### config.mk
export PLATFORM = sky130hd
export DESIGN_NAME = sd_clkdiv_top
export DESIGN_NICKNAME = d
export VERILOG_FILES = /design/src/rtl/sdclk_pkg.sv /design/src/rtl/sdclk_regs.sv /design/src/rtl/sdclk_settle.sv /design/src/rtl/sdclk_gen.sv /design/src/rtl/sd_clkdiv_top.sv
export SDC_FILE = /design/constraint.sdc
export NUM_CORES = 1
export LEC_CHECK = 0
export CAP_MARGIN = 20
export CELL_PAD_IN_SITES_DETAIL_PLACEMENT = 0
export CELL_PAD_IN_SITES_GLOBAL_PLACEMENT = 2
export CORE_MARGIN = 4
export CORE_UTILIZATION = 37
export DETAILED_ROUTE_END_ITERATION = 8
export PLACE_DENSITY_LB_ADDON = 0.08
export SETUP_SLACK_MARGIN = 0.2
export SLEW_MARGIN = 5
export SYNTH_ARGS = -nofsm -noshare
export SYNTH_HDL_FRONTEND = slang
export SYNTH_SLANG_ARGS = --single-unit
### constraint.sdc
create_clock -name clk -period 4.6 [get_ports clk]
set_input_delay 0.69 -clock clk [delete_from_list [all_inputs] [get_ports clk]]
set_output_delay 0.69 -clock clk [all_outputs]
set_load 0.005 [all_outputs]
### src/rtl/sdclk_pkg.sv
`timescale 1ns/1ps
package sdclk_pkg;
  localparam int CTL_W  = 16;
  localparam int DIVF_W = 10;

  typedef struct packed {
    logic [7:0] div_lo;
    logic [1:0] div_hi;
    logic       pgm_mode;
    logic [1:0] rsvd;
    logic       card_on;
    logic       settled;
    logic       core_on;
  } ctl_word_t;
endpackage

### src/rtl/sdclk_regs.sv
`timescale 1ns/1ps
module sdclk_regs
  import sdclk_pkg::*;
#(
  parameter bit WIDE_DIV = 1'b1
) (
  input  logic              clk,
  input  logic              rst_n,
  input  logic              wr_en,
  input  logic [CTL_W-1:0]  wr_data,
  input  logic              settled,
  output logic [CTL_W-1:0]  rd_data,
  output logic              core_on,
  output logic              card_on,
  output logic [DIVF_W-1:0] div_val
);
  ctl_word_t wr_w;
  ctl_word_t rd_w;
  logic [7:0] lo_q;
  logic [1:0] hi_f;
  logic       pgm_q, card_q, core_q;
  logic       unused_wr;

  assign wr_w      = ctl_word_t'(wr_data);
  assign unused_wr = ^{wr_w.rsvd, wr_w.settled, pgm_q};

  always_ff @(posedge clk or negedge rst_n) begin
    if (!rst_n) begin
      lo_q   <= '0;
      pgm_q  <= 1'b0;
      card_q <= 1'b0;
      core_q <= 1'b0;
    end else if (wr_en) begin
      lo_q   <= wr_w.div_lo;
      pgm_q  <= wr_w.pgm_mode;
      card_q <= wr_w.card_on;
      core_q <= wr_w.core_on;
    end
  end

  generate
    if (WIDE_DIV) begin : g_wide
      logic [1:0] hi_q;
      always_ff @(posedge clk or negedge rst_n) begin
        if (!rst_n)     hi_q <= '0;
        else if (wr_en) hi_q <= wr_w.div_hi;
      end
      assign hi_f = hi_q;
    end else begin : g_narrow
      logic unused_hi;
      assign unused_hi = ^wr_w.div_hi;
      assign hi_f      = 2'b00;
    end
  endgenerate

  always_comb begin
    rd_w          = '0;
    rd_w.div_lo   = lo_q;
    rd_w.div_hi   = hi_f;
    rd_w.pgm_mode = pgm_q;
    rd_w.card_on  = card_q;
    rd_w.settled  = settled;
    rd_w.core_on  = core_q;
  end

  assign rd_data = rd_w;
  assign core_on = core_q;
  assign card_on = card_q;
  assign div_val = {hi_f, lo_q};
endmodule

### src/rtl/sdclk_settle.sv
`timescale 1ns/1ps
module sdclk_settle #(
  parameter int SETTLE_CYC = 16
) (
  input  logic clk,
  input  logic rst_n,
  input  logic core_on,
  output logic settled
);
  localparam int CNT_W = (SETTLE_CYC < 2) ? 1 : $clog2(SETTLE_CYC);
  localparam logic [CNT_W-1:0] LAST = CNT_W'(SETTLE_CYC - 1);

  logic [CNT_W-1:0] cnt_q;
  logic             done_q;

  always_ff @(posedge clk or negedge rst_n) begin
    if (!rst_n) begin
      cnt_q  <= '0;
      done_q <= 1'b0;
    end else if (!core_on) begin
      cnt_q  <= '0;
      done_q <= 1'b0;
    end else if (!done_q) begin
      if (cnt_q == LAST) done_q <= 1'b1;
      else               cnt_q  <= cnt_q + CNT_W'(1);
    end
  end

  // Drops in the same cycle the enable goes away.
  assign settled = core_on & done_q;
endmodule

### src/rtl/sdclk_gen.sv
`timescale 1ns/1ps
module sdclk_gen #(
  parameter int DIV_W = 10
) (
  input  logic             clk,
  input  logic             rst_n,
  input  logic             run_req,
  input  logic [DIV_W-1:0] div_req,
  output logic             card_clk,
  output logic             div_level,
  output logic [DIV_W-1:0] act_div
);
  logic [DIV_W-1:0] act_div_q, ph_q;
  logic             act_run_q, lvl_q, gate_n_q;
  logic             act_byp, tick, from_byp, load;

  assign act_byp  = (act_div_q == '0);
  assign tick     = (ph_q == act_div_q - DIV_W'(1));
  assign from_byp = act_run_q & act_byp;
  // New settings are accepted only while the divided level is low and
  // its low phase is over (or nothing divided is running).
  assign load     = !lvl_q && (!act_run_q || act_byp || tick);

  always_ff @(posedge clk or negedge rst_n) begin
    if (!rst_n) begin
      act_div_q <= '0;
      act_run_q <= 1'b0;
      ph_q      <= '0;
      lvl_q     <= 1'b0;
    end else if (load) begin
      act_run_q <= run_req;
      act_div_q <= div_req;
      ph_q      <= '0;
      lvl_q     <= run_req && (div_req != '0) && !from_byp;
    end else if (tick) begin
      ph_q  <= '0;
      lvl_q <= ~lvl_q;
    end else begin
      ph_q <= ph_q + DIV_W'(1);
    end
  end

  // Bypass gate and path select change only while the base clock is low.
  always_ff @(negedge clk or negedge rst_n) begin
    if (!rst_n) gate_n_q <= 1'b0;
    else        gate_n_q <= act_run_q & act_byp;
  end

  assign card_clk  = gate_n_q ? clk : lvl_q;
  assign div_level = lvl_q;
  assign act_div   = act_div_q;
endmodule

### src/rtl/sd_clkdiv_top.sv
`timescale 1ns/1ps
module sd_clkdiv_top
  import sdclk_pkg::*;
#(
  parameter int SETTLE_CYC = 16,
  parameter bit WIDE_DIV   = 1'b1
) (
  input  logic        clk,
  input  logic        rst_n,
  input  logic        wr_en,
  input  logic [15:0] wr_data,
  output logic [15:0] rd_data,
  output logic        card_clk
);
  logic              core_on, card_on, settled, div_level;
  logic [DIVF_W-1:0] div_val, act_div;

  sdclk_regs #(.WIDE_DIV(WIDE_DIV)) u_regs (
    .clk(clk), .rst_n(rst_n), .wr_en(wr_en), .wr_data(wr_data),
    .settled(settled), .rd_data(rd_data), .core_on(core_on),
    .card_on(card_on), .div_val(div_val)
  );

  sdclk_settle #(.SETTLE_CYC(SETTLE_CYC)) u_settle (
    .clk(clk), .rst_n(rst_n), .core_on(core_on), .settled(settled)
  );

  sdclk_gen #(.DIV_W(DIVF_W)) u_gen (
    .clk(clk), .rst_n(rst_n), .run_req(core_on & settled & card_on),
    .div_req(div_val), .card_clk(card_clk), .div_level(div_level),
    .act_div(act_div)
  );
endmodule

==> Word-level counts from Yosys, hierarchy flattened <==
Index checks and enable logic that the tools add are counted.
{ "totals": {"latch_bits": 0, "memories": 0, "mem_bits_rw": 0, "regBits": 41, "romBits": 0, "output_inout_bits": 17, "wordCells": 47, "inputBits": 19} }
{ "op_classes": {"n_lt_le_gt_ge": 0, "eq_ne": 4, "n_shift": 0, "n_reduce_logical": 12, "add_sub_neg": 3, "n_bitwise": 5, "n_div": 0, "n_mul": 0, "muxes": 11} }
{ "ops": {"columns": ["operator", "count"], "rows": [
  ["$mux W10", 2],
  ["$mux W4", 3],
  ["$add A10 B1 Y10 const B", 1],
  ["$eq A10 B10 Y1", 1],
  ["$logic_not A10 Y1", 1],
  ["$reduce_bool A10 Y1", 1],
  ["$sub A10 B1 Y10 const B", 1],
  ["$mux W1", 6],
  ["$add A4 B1 Y4 const B", 1],
  ["$and A1 B1 Y1", 4],
  ["$eq A4 B4 Y1 const B", 1],
  ["$ne A2 B2 Y1 const B", 2],
  ["$logic_and A1 B1 Y1", 3],
  ["$logic_not A1 Y1", 3],
  ["$logic_or A1 B1 Y1", 2],
  ["$reduce_and A2 Y1", 1],
  ["$reduce_bool A2 Y1", 1],
  ["$not A1 Y1", 1]
]} }

==> Longest topological paths before layout <==
{ "depth": {"depth_word": 6, "depth_mapped": 10, "ltp_nobuf": 8} }

==> Cells and area by module <==
Synthesis repeated with hierarchy kept, for this count alone.
{ "hier_totals": {"hier_cells": 255, "area_unflattened_um2": 2543.7} }
{ "by_module_without_submodules": {"columns": ["module", "cells_per_inst", "area_per_inst_um2", "n_inst", "seq_area_each_um2"], "rows": [
  ["sdclk_gen", 189, 1637.8, 1, 575.6],
  ["sdclk_regs", 44, 644.4, 1, 325.3],
  ["sdclk_settle", 21, 255.2, 1, 125.1],
  ["sd_clkdiv_top", 1, 6.3, 1, 0.0]
]} }

==> impl_metrics.toml <==
[status]
status = "complete, no violations"

[synthesis]
synth_cell_type_count = 49
ys_ff_latch = 41
synth_area_leaders = "dfrtp_1 (46%), mux2_2 (11%), xor2_1 (4.8%), nor2_1 (3.3%), xnor2_1 (3.2%)"
yosys.area.top_type = "dfrtp_1"
synth-edff-count = 0
yosysWarnings = 0
ys_seq_area_frac = 0.470
ys.flop_type = "dfrtp_1"
syn_area_um2 = 2180
synthCells = 200
syn-mean-instance-area_um2 = 10.9
synth_top_area_frac = 0.458
async_reset_ff_frac = 1.00

[timing]
hold_violations = 0
max_slew_margin = 0.517
fin_setup_tns_ns = 0
rsz0062_at_grt = "no"
setup_viol = 0
final.setup.worst_slack_ns = 0.435
maxSlewViolCount = 0
finClkSkew_ns = 0.0229
tightest_slew_ns = 0.719

[grt]
globalRouteOverflowTotal = 0
grt_max_degree = 41
grt_pass1_wl_um = 7910
track_usage = 0.140
grt_pass1_vias = 1691
antenna_found_initial = 0

[cells_and_area]
drive_gt1_frac = 0.191
area_growth_pct = 21.3
final_common_cell = "dfrtp_1"
n_antenna_cell = 0
finalNetCount = 252
fillers = 542
mostFrequentLayoutCells = "dfrtp_1 (40), clkdlybuf4s50_1 (28), mux2_2 (21)"

[worst_hold_path]
hp-class = "in -> async"

[floorplanning]
pin_count = 36
die-area_um2 = 7190
die_height_um = 84.8
rows = 27
start_util = 0.389
core-area_um2 = 5610
die_w_um = 84.8

[placement]
dpl.hpwl_um = 3340
io_buffers = 30
gp_congestion = 0.806
pre_cts_ws_ns = 0.617

[critical_path]
crit_buf_inv = 1
critPathMaxFanout = 2
cpLargestDelayFamily = "flip-flops"
critPathMaxStageDelay_ns = 0.40
critPathLaunchType = "flip-flop"
slowest_stage = "dfrtn_1"
critical_path_class = "reg -> out"
end_kind = "primary output"
critPathRequiredTime_ns = 3.91
critPathArrivalTime_ns = 3.48
path_cells = "nand2_1 > o21ai_0 > dlygate4sd2_1"

[drt]
vias_per_cell = 5.26
vias = 1590
drtAntennaViolNets = 0
wl_met2_um = 2150
drc = 0
wl_met3_um = 239
drt-met1-wl_um = 2180
wl_per_cell_um = 15.3
drtIter0Drc = 132
first_pass_iters = 4
topRoutingLayerUsed = "met4"
wirelength_um = 4630

[pwr]
p_per_area_nw_per_um2 = 334
vdd.ir_drop.worst_mv = 0.161
power_mw = 0.885
p_leak_nw = 1.11

[run]
max_cap_violations = 0

[clocking]
path_clk_slew_ns = 0.08
cts_tree = "done"
postCtsHoldBufs = 0
clk_latency_ns = 0.41
-- per-layer routing --
metal,up-vias,global-route usage
met1,786,0.179
li1,760,-
met3,6,0.0602
met2,38,0.209
met4,0,0.0576
met5,-,0
-- cells by family (layout without fill, tap and decap cells) --
kind of cell,after synthesis,in the layout,synth area share
adder cells (fa/ha/maj),3,3,0.0172
buffers and inverters,19,48,0.0470
flip-flops,41,41,0.470
multiplexers,22,22,0.113
XOR/XNOR,20,20,0.0802
other,1,2,0.00172
AO/OA/AOI/OAI,23,23,0.0992
AND/OR/NAND/NOR,71,71,0.172
-- flip-flops by register name (all words and copies together) (netlist names), 2 cells and up --
name,cells
u_regs.lo_q,8
u_gen.ph_q,10
u_regs.g_wide.hi_q,2
u_settle.cnt_q,4
u_gen.act_div,10
-- through the flow --
step | utilization | instance area, um^2 | instances | hold slack, ns
2_1_floorplan | - | 2190 | 201 | 0.394
3_3_place_gp | 0.446 | 2500 | 292 | 0.480
3_5_place_dp | 0.446 | 2500 | 292 | 0.496
4_1_cts | 0.472 | 2650 | 302 | 0.425
5_1_grt | 0.472 | 2650 | 302 | 0.437
6_report | 0.472 | 2650 | 302 | 0.401
-- worst paths after layout --
| kind | from | end | slack (ns) | depth (start not counted) |
|---|---|---|---|---|
| setup / recovery | u_gen.gate_n_q | card_clk | 0.43 | 3 |
| setup reg to reg | u_gen.act_div[2] | u_gen.gate_n_q | 0.74 | 3 |
| max in group asynchronous | rst_n | u_gen.gate_n_q | 2.22 | 1 |
| hold / removal | rst_n | u_gen.ph_q[8] | 0.40 | 2 |
| hold reg to reg | u_settle.cnt_q[1] | u_settle.cnt_q[1] | 0.51 | 2 |
| min in group clk | u_settle.cnt_q[1] | u_settle.cnt_q[1] | 0.51 | 2 |
-- power breakdown --
part	switching [mW]	internal (mW)
clock	0.133	0.213
sequential	0.0324	0.385
combinational	0.0518	0.0695
-- final cells by class --
| class | instances | area [um^2] | share of cell area |
|---|---|---|---|
| Clock buffer | 9 | 119 | 0.0449 |
| Clock inverter | 2 | 35.0 | 0.0132 |
| Inverter | 7 | 26.3 | 0.00992 |
| Multi-Input combinational cell | 141 | 1060 | 0.400 |
| Sequential cell | 41 | 1030 | 0.388 |
| Tap cell | 72 | 90.1 | 0.0340 |
| Timing Repair Buffer | 30 | 293 | 0.111 |
-- synth_stat cells (2+ instances only) --
library cell   n
o2111ai_1      2
and3_1         3
nand3_1        8
a2111oi_0      2
xor2_1        12
inv_1          7
ha_1           3
a21oi_1        2
clkbuf_1       3
or4_1          3
nor3_1         2
buf_4          6
dfrtp_1       40
nand4b_1       2
nand3b_1       3
mux2_2        21
a41o_2         2
a31oi_1        2
and2_1         4
and2b_2        2
nor2_1        19
o21ai_0        4
nand2_1       15
xnor2_1        8
-- repair_timing --
| item | CTS | global route |
|---|---|---|
| hold endpoints to repair | 0 | 0 |
| setup endpoints to repair | 3 | 0 |
| gates resized for setup | 1 | 0 |
| buffers inserted | 0 | 0 |
-- worst register-to-register path: cells and delay by family, from the launching register on --
| kind | cells | cell delay, ns |
|---|---|---|
| flip-flops | 1 | 0.47 |
| AND/OR/NAND/NOR | 3 | 1.15 |
Note: power is estimated with default switching activity, not from simulation.
